<file path="src/rtl/perm_eval_pkg.sv">
package perm_eval_pkg;

    typedef enum logic [1:0] {
        ACC_FETCH = 2'd0,
        ACC_LOAD  = 2'd1,
        ACC_STORE = 2'd2,
        ACC_ALT   = 2'd3
    } access_e;

    typedef struct packed {
        logic rd;
        logic wr;
        logic ex;
    } perm_t;

    typedef struct packed {
        logic noexec;
        logic prot;
        logic imask;
        logic store;
        logic amask;
    } fault_t;

    localparam perm_t PERM_NONE = '{rd: 1'b0, wr: 1'b0, ex: 1'b0};
    localparam perm_t PERM_RX   = '{rd: 1'b1, wr: 1'b0, ex: 1'b1};
    localparam perm_t PERM_RWX  = '{rd: 1'b1, wr: 1'b1, ex: 1'b1};

    function automatic perm_t need_of(input access_e acc);
        perm_t n;
        n = PERM_NONE;
        case (acc)
            ACC_FETCH: n.ex = 1'b1;
            ACC_STORE: n.wr = 1'b1;
            default:   n.rd = 1'b1;
        endcase
        return n;
    endfunction

    function automatic perm_t perm_and(input perm_t a, input perm_t b);
        return '{rd: a.rd & b.rd, wr: a.wr & b.wr, ex: a.ex & b.ex};
    endfunction

    function automatic logic lacks(input perm_t need, input perm_t have);
        return (need.rd & ~have.rd) | (need.wr & ~have.wr) | (need.ex & ~have.ex);
    endfunction

endpackage

</file>
<file path="src/rtl/ppcode_decode.sv">
module ppcode_decode
    import perm_eval_pkg::*;
(
    input  logic       key,
    input  logic [2:0] code,
    output perm_t      perm
);

    always_comb begin
        perm = PERM_NONE;
        if (!key) begin
            case (code)
                3'd0, 3'd1, 3'd2: perm = PERM_RWX;
                3'd3, 3'd6:       perm = PERM_RX;
                default:          perm = PERM_NONE;
            endcase
        end else begin
            case (code)
                3'd2:       perm = PERM_RWX;
                3'd1, 3'd3: perm = PERM_RX;
                default:    perm = PERM_NONE;
            endcase
        end
    end

endmodule

</file>
<file path="src/rtl/class_mask_decode.sv">
module class_mask_decode
    import perm_eval_pkg::*;
#(
    parameter int KEY_W = 5
) (
    input  logic [KEY_W-1:0]        cls,
    input  logic [2*(2**KEY_W)-1:0] amask,
    input  logic [2*(2**KEY_W)-1:0] imask,
    input  logic                    amask_en,
    input  logic                    imask_en,
    output perm_t                   perm
);

    localparam int CLASSES = 2 ** KEY_W;
    localparam int MASK_W  = 2 * CLASSES;

    // Class k owns the pair starting at bit 2*(CLASSES-1-k): class 0 sits at the top.
    logic [1:0] a_pair [CLASSES];
    logic       i_bit  [CLASSES];

    for (genvar k = 0; k < CLASSES; k++) begin : g_cls
        localparam int LO = 2 * (CLASSES - 1 - k);
        assign a_pair[k] = amask[LO+1:LO];
        assign i_bit[k]  = imask[LO];
    end

    logic [1:0] a_sel;
    logic       i_sel;
    assign a_sel = a_pair[cls];
    assign i_sel = i_bit[cls];

    always_comb begin
        perm = PERM_RWX;
        if (amask_en) begin
            perm.wr = ~a_sel[1];
            perm.rd = ~a_sel[0];
            perm.ex = ~(imask_en & i_sel);
        end
    end

    logic unused_w;
    assign unused_w = ^{MASK_W[0]};

endmodule

</file>
<file path="src/rtl/access_judge.sv">
module access_judge
    import perm_eval_pkg::*;
(
    input  access_e acc,
    input  perm_t   pp_perm,
    input  perm_t   nx_perm,
    input  perm_t   cls_perm,
    input  logic    pte_ref,
    input  logic    pte_chg,
    output logic    grant,
    output perm_t   perm,
    output fault_t  fault,
    output logic    set_ref,
    output logic    set_chg
);

    perm_t need;
    perm_t combined;
    logic  deny;
    logic  is_fetch;
    logic  is_store;

    assign need     = need_of(acc);
    assign combined = perm_and(perm_and(nx_perm, pp_perm), cls_perm);
    assign deny     = lacks(need, combined);
    assign is_fetch = (acc == ACC_FETCH);
    assign is_store = (acc == ACC_STORE);
    assign grant    = ~deny;

    always_comb begin
        fault = '0;
        if (deny) begin
            if (is_fetch) begin
                if (!nx_perm.ex)       fault.noexec = 1'b1;
                else if (!pp_perm.ex)  fault.prot   = 1'b1;
                fault.imask = ~cls_perm.ex;
            end else begin
                fault.prot  = lacks(need, pp_perm);
                fault.store = is_store;
                fault.amask = lacks(need, cls_perm);
            end
        end
    end

    always_comb begin
        perm    = combined;
        set_ref = 1'b0;
        set_chg = 1'b0;
        if (!deny) begin
            set_ref = ~pte_ref;
            if (!pte_chg) begin
                if (is_store) set_chg = 1'b1;
                else          perm.wr = 1'b0;
            end
        end
    end

endmodule

</file>
<file path="src/rtl/page_perm_eval.sv">
module page_perm_eval
    import perm_eval_pkg::*;
#(
    parameter int KEY_W = 5
) (
    input  logic                    clk,
    input  logic                    rst,
    input  logic                    req_valid,
    input  logic [1:0]              req_access,
    input  logic                    req_user,
    input  logic                    seg_key_sup,
    input  logic                    seg_key_user,
    input  logic                    pte_pp_hi,
    input  logic [1:0]              pte_pp,
    input  logic                    pte_noexec,
    input  logic                    pte_guard,
    input  logic [KEY_W-1:0]        pte_class,
    input  logic                    pte_ref,
    input  logic                    pte_chg,
    input  logic [2*(2**KEY_W)-1:0] amask,
    input  logic [2*(2**KEY_W)-1:0] imask,
    input  logic                    amask_en,
    input  logic                    imask_en,
    output logic                    rsp_valid,
    output logic                    rsp_grant,
    output logic [2:0]              rsp_perm,
    output logic                    flt_noexec,
    output logic                    flt_prot,
    output logic                    flt_imask,
    output logic                    flt_store,
    output logic                    flt_amask,
    output logic                    rsp_set_ref,
    output logic                    rsp_set_chg
);

    access_e acc;
    logic    eff_key;
    perm_t   pp_perm, nx_perm, cls_perm, perm_c;
    fault_t  fault_c;
    logic    grant_c, set_ref_c, set_chg_c;

    assign acc     = access_e'(req_access);
    assign eff_key = req_user ? seg_key_user : seg_key_sup;

    always_comb begin
        nx_perm = PERM_RWX;
        if (pte_noexec || pte_guard) nx_perm.ex = 1'b0;
    end

    ppcode_decode u_pp (
        .key  (eff_key),
        .code ({pte_pp_hi, pte_pp}),
        .perm (pp_perm)
    );

    class_mask_decode #(.KEY_W(KEY_W)) u_cls (
        .cls      (pte_class),
        .amask    (amask),
        .imask    (imask),
        .amask_en (amask_en),
        .imask_en (imask_en),
        .perm     (cls_perm)
    );

    access_judge u_judge (
        .acc      (acc),
        .pp_perm  (pp_perm),
        .nx_perm  (nx_perm),
        .cls_perm (cls_perm),
        .pte_ref  (pte_ref),
        .pte_chg  (pte_chg),
        .grant    (grant_c),
        .perm     (perm_c),
        .fault    (fault_c),
        .set_ref  (set_ref_c),
        .set_chg  (set_chg_c)
    );

    fault_t fault_q;
    perm_t  perm_q;

    always_ff @(posedge clk) begin
        if (rst) begin
            rsp_valid   <= 1'b0;
            rsp_grant   <= 1'b0;
            perm_q      <= PERM_NONE;
            fault_q     <= '0;
            rsp_set_ref <= 1'b0;
            rsp_set_chg <= 1'b0;
        end else begin
            rsp_valid <= req_valid;
            if (req_valid) begin
                rsp_grant   <= grant_c;
                perm_q      <= perm_c;
                fault_q     <= fault_c;
                rsp_set_ref <= set_ref_c;
                rsp_set_chg <= set_chg_c;
            end else begin
                rsp_grant   <= 1'b0;
                perm_q      <= PERM_NONE;
                fault_q     <= '0;
                rsp_set_ref <= 1'b0;
                rsp_set_chg <= 1'b0;
            end
        end
    end

    assign rsp_perm   = perm_q;
    assign flt_noexec = fault_q.noexec;
    assign flt_prot   = fault_q.prot;
    assign flt_imask  = fault_q.imask;
    assign flt_store  = fault_q.store;
    assign flt_amask  = fault_q.amask;

    // result strobe trails the request by one cycle
    a_r12_valid_follows: assert property (@(posedge clk) disable iff (rst)
        req_valid |=> rsp_valid);
    a_r12_no_spurious_valid: assert property (@(posedge clk) disable iff (rst)
        !req_valid |=> !rsp_valid);
    a_r12_idle_quiet: assert property (@(posedge clk) disable iff (rst)
        !rsp_valid |-> (!rsp_grant && rsp_perm == 3'b000 && !rsp_set_ref && !rsp_set_chg
                        && !flt_noexec && !flt_prot && !flt_imask && !flt_store && !flt_amask));
    // a grant carries no fault cause
    a_r9_grant_no_fault: assert property (@(posedge clk) disable iff (rst)
        rsp_grant |-> !(flt_noexec || flt_prot || flt_imask || flt_store || flt_amask));
    // no-execute and protection causes are never reported together
    a_r8_cause_priority: assert property (@(posedge clk) disable iff (rst)
        $onehot0({flt_noexec, flt_prot}) || !flt_noexec);
    // referenced write-back only on a grant
    a_r10_ref_on_grant: assert property (@(posedge clk) disable iff (rst)
        rsp_set_ref |-> rsp_grant);
    // changed write-back only for a granted store
    a_r11_chg_store_only: assert property (@(posedge clk) disable iff (rst)
        rsp_set_chg |-> (rsp_grant && $past(req_access) == 2'd2));
    // a granted fetch always carries execute
    a_r7_fetch_has_exec: assert property (@(posedge clk) disable iff (rst)
        (rsp_grant && $past(req_access) == 2'd0) |-> rsp_perm[0]);
    // store flag appears only for a denied store
    a_r9_store_flag: assert property (@(posedge clk) disable iff (rst)
        flt_store |-> (!rsp_grant && $past(req_access) == 2'd2));

endmodule

</file>
<file path="config.mk">
export PLATFORM = sky130hd
export DESIGN_NAME = page_perm_eval
export DESIGN_NICKNAME = d
export VERILOG_FILES = /design/src/rtl/perm_eval_pkg.sv /design/src/rtl/ppcode_decode.sv /design/src/rtl/class_mask_decode.sv /design/src/rtl/access_judge.sv /design/src/rtl/page_perm_eval.sv
export SDC_FILE = /design/constraint.sdc
export NUM_CORES = 1
export LEC_CHECK = 0
export BUFFER_PORTS_ARGS = -buffer_cell sky130_fd_sc_hd__clkbuf_2
export CORE_MARGIN = 2
export CORE_UTILIZATION = 25
export CTS_CLUSTER_SIZE = 20
export DETAILED_ROUTE_END_ITERATION = 16
export GPL_ROUTABILITY_DRIVEN = 0
export MAX_ROUTING_LAYER = met4
export PLACE_DENSITY_LB_ADDON = 0.2
export RECOVER_POWER = 50
export SLEW_MARGIN = 40
export SYNTH_ARGS = -nofsm -noshare
export SYNTH_HDL_FRONTEND = slang
export SYNTH_SLANG_ARGS = --single-unit
</file>
<file path="constraint.sdc">
create_clock -name clk -period 3.75 [get_ports clk]
set_input_delay 0.375 -clock clk [delete_from_list [all_inputs] [get_ports clk]]
set_output_delay 0.375 -clock clk [all_outputs]
set_load 0.02 [all_outputs]
</file>
; After elaboration in Yosys (flattened, before gate mapping)
; Index checks and enable logic that the tools add are counted.
[totals]
ff_bits = 12
in_bits = 150
output_inout_bits = 12
[op_classes]
magnitude_cmp = 1
n_eq_ne = 5
muxes = 22
bitwise = 37
reduce_logical = 13
[ops]
columns = cell, count
row1 = $not A1 Y1, 16
row2 = $and A1 B1 Y1, 14
row3 = $mux W1, 14
row4 = $pmux W3 S2, 2
row5 = $reduce_or A4 Y1, 3
row6 = $bmux W2 S5, 1
row7 = $reduce_or A3 Y1, 3
row8 = $reduce_or A2 Y1, 4
row9 = $eq A3 B2 Y1 const B, 2
row10 = $ge A6 B6 Y1 const B, 1
row11 = $mux W3, 2
row12 = $not A5 Y6, 1
row13 = $or A1 B1 Y1, 6
row14 = $bmux W1 S5, 1
row15 = $mux W2, 2
row16 = $eq A3 B1 Y1 const B, 1
row17 = $eq A3 B3 Y1 const B, 1
row18 = $logic_not A3 Y1, 1
row19 = $eq A2 B2 Y1 const B, 1
row20 = $logic_not A2 Y1, 1
row21 = $logic_or A1 B1 Y1, 1

; Logic depth before layout (Yosys ltp)
; Gate-level depths: netlist of the first run.
[depth]
depth_word = 14
ltp_mapped = 10
mapped_depth_nobuf = 7

; Cells and area by module
; A second synthesis of the first run with hierarchy kept.
[hier_totals]
hier_cells = 125
area_unflattened_um2 = 1471.4
[by_module_without_submodules]
columns = mod, n_inst, cells_each, area_each_um2, seq_area_each_um2
row1 = class_mask_decode, 1, 66, 902.1, 0.0
row2 = page_perm_eval, 1, 29, 377.9, 240.2
row3 = access_judge, 1, 23, 141.4, 0.0
row4 = ppcode_decode, 1, 7, 50.0, 0.0

; Worst setup path before layout of the first run
; OpenSTA, ideal clock, no wires.
[synth_timing]
path_kind = input to register
from = input port pte_class[0]
to = register rsp_set_ref
arrival_time_ns = 1.887
t_required_ns = 3.616
path_slack_ns = 1.729
cell_stages = 10
n_path_buf = 3
cell_sequence = buf_6 buf_8 and2_4 buf_6 a22oi_2 a21oi_1 nor4_4 nor3b_2 a311oi_1 nor4_1
[synth_via]
elab_chain_len = 12
word_cells_on_any_way = 24
cone_classes = 7 x mux / 16 x bitwise / 1 x reduce/logical
[synth_lines]
columns = item, line_no
row1 = "start, declared", page_perm_eval.sv:17  ; input logic [KEY_W-1:0] pte_class,
row2 = $not A5 Y6 (implied by the code) *, "class_mask_decode.sv:29, class_mask_decode.sv:30"
row3 = $bmux W1 S5 or $bmux W2 S5 (tied branches), "class_mask_decode.sv:30, class_mask_decode.sv:29"
row4 = $mux W1 (implied by the code) or $mux W2 (tied branches) (2 in series), "class_mask_decode.sv:30, class_mask_decode.sv:29"
row5 = $and A1 B1 Y1 (tied with other cells), class_mask_decode.sv:37  ; perm.ex = ~(imask_en & i_sel);
row6 = $not A1 Y1 or $mux W3 (tied branches), "class_mask_decode.sv:37, class_mask_decode.sv:34"
row7 = $mux W3 *, class_mask_decode.sv:34  ; if (amask_en) begin
row8 = $and A1 B1 Y1 or $not A1 Y1 (tied branches), "perm_eval_pkg.sv:40, perm_eval_pkg.sv:44"
row9 = $not A1 Y1 or $and A1 B1 Y1 (tied branches), perm_eval_pkg.sv:44  ; return (need.rd & ~have.rd) | (need.wr & ~have.wr) | (need.ex & ~have.ex);
row10 = $and A1 B1 Y1 or $or A1 B1 Y1 (tied branches), perm_eval_pkg.sv:44
row11 = $or A1 B1 Y1 *, perm_eval_pkg.sv:44
row12 = $reduce_or A3 Y1 (no source line) *, n/a
row13 = "end signal, assigned", page_perm_eval.sv:96  ; rsp_set_ref <= set_ref_c;
row14 = "end, declared", page_perm_eval.sv:32  ; output logic rsp_set_ref,
; Every way passes the cells marked *; elsewhere a longest branch is shown, timed or not. The select of a mux whose other input is x is not followed.
; A chain may end at the register's enable or synchronous reset.

; Worst setup path after layout of the first run
[layout_timing]
from = input port pte_class[1]
to = register rsp_set_ref
; The elaborated chain is that of the path after synthesis.

==> metrics.md, run 1 <==
| Metric | Value |
|---|---|
| Status | `finished, final reports clean` |
| WP data required | `3.86 ns` |
| Fin crit period | `2.47 ns` |
| Peak VDD IR | `109 uV` |
| Yosys top cell area share | `0.190` |
| Synthesized flop and latch total | `12` |
| Static leakage | `1.08 nW` |
| Crit path DAT | `2.58 ns` |
| Core Region | `5820 um2` |
| Clock Tree Buf Depth | `2` |
| Largest net degree at the start of global routing | `24` |
| Max-cap viol count | `0` |
| Remaining DRCs | `0` |
| Area grow syn2layout | `45.9%` |
| Dominant cells by area after synthesis | `mux2i_1, dfxtp_1, mux4_1` |
| H-tree depth | `1` |
| Clock-pin slew on the worst setup and hold paths | `approximately 0.05 ns` |
| WS Path Type | `input port to flop` |
| DR iter-0 viols | `29` |
| Final TNS setup | `0 ns` |
| Syn. warnings | `0` |
| Initial Util | `0.254` |
| Ports | `between 150 and 200` |
| First-pass GRT wire length | `6.95 mm` |
| Tcrit/Tclk final | `0.660` |
| Buffers on Ports | `roughly 130` |
| Pwr Total | `0.465 mW` |
| Hold Path Class | `input port to flop` |
| Row cnt | `28` |
| Via-to-Cell Ratio | `4.68` |
| WL per Instance | `~13 um` |
| Ant diodes | `0` |
| DIE WIDTH | `80.9 um` |
| Die area | `approximately 6500 um2` |
| Root buf cell | `clkbuf_8` |
| Post-detailed-route count of antenna-violating nets | `0` |
| CTS tree | `done` |
| Syn Std Cell Area | `1480 um2` |
| CP Launch Type | `input port` |
| Grt ovf | `0` |
| Initial antenna violation count | `0` |
| HPWL after DPL | `3.88 mm` |
| Mean post-synth cell area | `10.9 um2` |
| Final Setup Violations | `0` |
| Register area share after synthesis | `0.162` |
| Nets | `roughly 410` |
| Final WL | `approximately 4.4 mm` |
| RSZ-0062 raised after global routing | `false` |
| CP Capture Type | `flop` |
| Max_slew headroom | `0.564` |
| Chip height | `approximately 81 um` |
| Post-CTS setup buffer count | `0` |
| CTS Buf Count | `3` |
| Vias in the first global route | `roughly 1600` |
| PD cells | `215 nW/um2` |
| Dominant synthesized flop cell | `dfxtp_1` |
| Fin. max-slew vios | `0` |
| CP max FO | `23` |
| Post-CTS sizing | `0` |
| Net Count, Synth | `286` |
| Post-synth ARST share | `0` |
| EDFF count, synth | `0` |
| Share of cells above drive strength 1 | `0.567` |
| Worst-margin pin slew | `roughly 0.65 ns` |
| Hold_buf cts | `0` |
| Via count | `1572` |
| Gr usage total | `0.139` |
| Fmax | `404 MHz` |
| Clock Sinks | `12` |
| DR pass1 iterations | `4` |
| Final hold vios | `0` |
| Cells after synthesis | `136` |
| Yosys cell types | `44` |
| Synth area leader | `mux2i_1` |
==> state kept, by name (all words and copies together) (netlist names) <==
register and flops:
flt_amask 1, flt_store 1, flt_prot 1, rsp_perm 3, rsp_set_chg 1, rsp_grant 1
rsp_valid 1, flt_imask 1, flt_noexec 1, rsp_set_ref 1
==> final timing paths <==
kind,startpoint,end,cells past startpoint
worst min-delay path,pte_ref,rsp_set_ref,2
worst max-delay path,pte_class[1],rsp_set_ref,9
==> power by group <==
group | switching [mW] | total, mW | internal (mW)
sequential | 0.00102 | 0.133 | 0.132
combinational | 0.0868 | 0.192 | 0.105
clock | 0.0474 | 0.140 | 0.0927
==> critical path, stage by stage <==
cell	delay, ns
clkbuf_2	0.50
buf_4	0.34
mux2i_1	0.12
a22oi_2	0.18
a21oi_1	0.12
nor4_4	0.39
nor3b_2	0.11
a311oi_1	0.35
nor4_1	0.09
==> layer usage <==
layer / wire (um) / global-route usage / up-vias
li1: - / - / 798
met1: 1840 / 0.159 / 687
met2: 2170 / 0.262 / 83
met3: 345 / 0.0100 / 4
met4: 40 / 0.0356 / 0
met5: 0 / - / -
==> synth_stat cells, types with 2 or more instances <==
| cell | instances |
|---|---|
| mux2i_1 | 28 |
| dfxtp_1 | 12 |
| a22oi_1 | 8 |
| nor2_1 | 8 |
| a21oi_1 | 7 |
| mux4_1 | 6 |
| mux4_2 | 6 |
| inv_1 | 4 |
| nor2b_1 | 4 |
| buf_6 | 3 |
| nand2_1 | 3 |
| nor3_1 | 3 |
| nor4_1 | 3 |
| o21ai_0 | 3 |
| a22o_1 | 2 |
| a22oi_2 | 2 |
| buf_12 | 2 |
| clkbuf_1 | 2 |
| mux2_2 | 2 |
| nand2b_1 | 2 |
| nor2b_2 | 2 |
| nor4b_1 | 2 |
==> layout by cell type, fill, tap and decap left out, types with 2 or more instances in the layout <==
cell type  count
a22oi_2        2
a22o_1         2
mux2_2         2
a21oi_1        7
nor4_1         3
clkbuf_2     119
clkbuf_8       4
clkbuf_1      10
buf_4          2
dfxtp_1       12
inv_1          4
nand2_1        3
nor2_1         8
nor3_1         3
o21ai_0        3
a22oi_1        8
mux2i_1       28
nor2b_2        2
mux4_1         6
nand2b_1       2
nor2b_1        4
mux4_2         6
nor4b_1        2
==> cell type report <==
class                           count  area, um2
Timing Repair Buffer              131        648
Multi-Input combinational cell    110       1110
Tap cell                           75       93.8
Fill cell                         644       3660
Inverter                            4       15.0
Sequential cell                    12        240
Clock buffer                        4       55.1
==> stage by stage <==
step / area [um2] / hold slack, ns / utilization / cells / setup WS, ns
after detailed placement: 2120 / 0.553 / 0.364 / 332 / 0.986
after CTS: 2170 / 0.297 / 0.373 / 336 / 1.24
final: 2160 / 0.298 / 0.371 / 336 / 1.28
after floorplan: 1480 / 0.452 / - / 136 / 1.73
after global placement: 2120 / 0.553 / 0.364 / 332 / 0.967
after global routing: 2160 / 0.313 / 0.371 / 336 / 0.995
==> kinds of logic (layout without fill, tap and decap cells) <==
logic type	Yosys count	in the layout	share of synthesized area
multiplexers	42	42	0.403
buffers and inverters	14	139	0.0897
flip-flops	12	12	0.162
AND/OR/NAND/NOR	36	36	0.168
AO/OA/AOI/OAI	32	32	0.178
No activity file was read; power rests on OpenSTA's default activity.
==> run 2, diff against run 1 <==
==> constraint.sdc (replaced) <==
create_clock -name clk -period 2.6 [get_ports clk]
set_input_delay 0.26 -clock clk [delete_from_list [all_inputs] [get_ports clk]]
set_output_delay 0.26 -clock clk [all_outputs]
set_load 0.02 [all_outputs]
==> run 2 against run 1 <==
Worst setup slack got worse by 0.69 ns. Global-route usage fell by 0.58 points. Die area did not move. Via count rose by 2.4%. Sequential share of layout area fell by 0.064 points. Utilization rose by 0.22 points.
==> metrics.md, run 2 (synthesized netlist as in run 1, its figures left out) <==
| Metric | Value |
|---|---|
| Crit path DAT | `2.12 ns (-0.46 ns)` |
| Core Region | `5820 um2 (unchanged)` |
| Peak VDD IR | `160 uV (+46%)` |
| Status | `finished, final reports clean` |
| CTS Buf Count | `3 (unchanged)` |
| Via count | `1609 (+2.4%)` |
| Final WL | `4.32 mm (-1.8%)` |
| Clock Tree Buf Depth | `2 (unchanged)` |
| Tcrit/Tclk final | `0.775` |
| First-pass GRT wire length | `6.71 mm (-3.4%)` |
| Nets | `412 (unchanged)` |
| DIE WIDTH | `80.9 um (unchanged)` |
| CTS tree | `done` |
| PD cells | `309 nW/um2 (+43%)` |
| Chip height | `80.9 um (unchanged)` |
| Worst Hold Slack | `0.190 ns (-0.108 ns)` |
| Die area | `6550 um2 (unchanged)` |
| Clock-pin slew on the worst setup and hold paths | `0.05 ns (about the same)` |
| Worst-margin pin slew | `0.610 ns (-0.0445 ns)` |
| Remaining DRCs | `0 (unchanged)` |
| DR pass1 iterations | `4 (unchanged)` |
| Design Area, Final | `2170 um2 (+0.58%)` |
| WS Path Type | `input port to flop` |
| Area grow syn2layout | `46.8%` |
| CP max FO | `30 (+30%)` |
| Share of cells above drive strength 1 | `0.567 (unchanged)` |
| Fin. max-slew vios | `0 (unchanged)` |
| HPWL after DPL | `3.86 mm (-0.59%)` |
| Most common cell after layout, fill and taps aside | `clkbuf_2` |
| WP data required | `2.70 ns (-1.16 ns)` |
| Grt ovf | `0 (unchanged)` |
| Largest net degree at the start of global routing | `31 (+29%)` |
| Final Setup Violations | `0 (unchanged)` |
| Initial antenna violation count | `0 (unchanged)` |
| Static leakage | `1.08 nW (+0.43%)` |
| Ports | `162 (unchanged)` |
| Area post-placement | `2130 um2 (+0.59%)` |
| Root buf cell | `clkbuf_8` |
| Fmax | `497 MHz` |
| H-tree depth | `1 (unchanged)` |
| CP Launch Type | `input port` |
| RSZ-0062 raised after global routing | `false` |
| Final TNS setup | `0 ns (unchanged)` |
| Row cnt | `28 (unchanged)` |
| Max_slew headroom | `0.589 (+0.0253)` |
| Post-CTS sizing | `0 (unchanged)` |
| Vias in the first global route | `1573 (-2.1%)` |
| Final hold vios | `0 (unchanged)` |
| Fin crit period | `2.01 ns` |
| DR iter-0 viols | `47 (+62%)` |
| Ant diodes | `0 (unchanged)` |
| Gr usage total | `0.133 (-0.00579)` |
| CP Capture Type | `flop` |
| Initial Util | `0.254 (unchanged)` |
| Max FFs per register | `3 (unchanged)` |
| Max-cap viol count | `0 (unchanged)` |
| Clock Sinks | `12 (unchanged)` |
| Post-CTS setup buffer count | `0 (unchanged)` |
| Hold_buf cts | `0 (unchanged)` |
| Most frequent cells in the layout | `clkbuf_2, mux2i_1, dfxtp_1` |
| Hold Path Class | `input port to flop` |
| Buffers on Ports | `129 (unchanged)` |
| Via-to-Cell Ratio | `4.79 (+2.4%)` |
| WL per Instance | `12.8 um (-1.8%)` |
| Post-detailed-route count of antenna-violating nets | `0 (unchanged)` |
==> run 2: cell counts in the layout (fill, tap and decap cells not counted) <==
No cell type changed its count.
==> run 2: cell type report <==
| class | count | area [um2] |
|---|---|---|
| well taps | 75 | 93.8 |
| inverters | 4 | 15.0 |
| clock buffers | 4 | 55.1 |
| multi-input cells | 110 | 1110 |
| repair buffers | 131 | 661 |
| fillers | 620 | 3640 |
| flip-flops and latches | 12 | 240 |
==> run 2: final timing paths <==
| kind | start | slack (ns) | cells after the start | to |
|---|---|---|---|---|
| max | pte_class[1] | 0.59 | 9 | rsp_set_ref |
| min | pte_ref | 0.19 | 2 | rsp_set_ref |
==> run 2: report_power, final <==
part           switching (mW)  internal (mW)  leakage (nW)
logic                   0.126          0.154         0.955
clock network          0.0661          0.134        0.0288
registers             0.00144          0.190        0.0977
==> run 2: per-stage QoR <==
step | utilization | power (mW) | worst slack (ns) | cells
global placement | 0.366 | 0.477 | 0.308 | 332
global route | 0.373 | 0.712 | 0.361 | 336
detailed placement | 0.366 | 0.480 | 0.303 | 332
CTS | 0.375 | 0.679 | 0.551 | 336
finish | 0.373 | 0.670 | 0.586 | 336
floorplan | - | 0.370 | 0.694 | 136
==> run 2: critical path, cell delays in order <==
cell      delay, ns
clkbuf_2       0.23
buf_12         0.25
mux2i_1        0.11
a22oi_1        0.19
a21oi_1        0.13
nor4_4         0.37
nor3b_2        0.11
a311oi_1       0.35
nor4_1         0.09
==> run 2: per-layer routing <==
layer	GRT usage	vias up	wire length, um
met5	-	-	0
met4	0.0203	0	35
met3	0.00889	4	356
met2	0.251	83	2170
met1	0.158	725	1760
li1	-	797	-
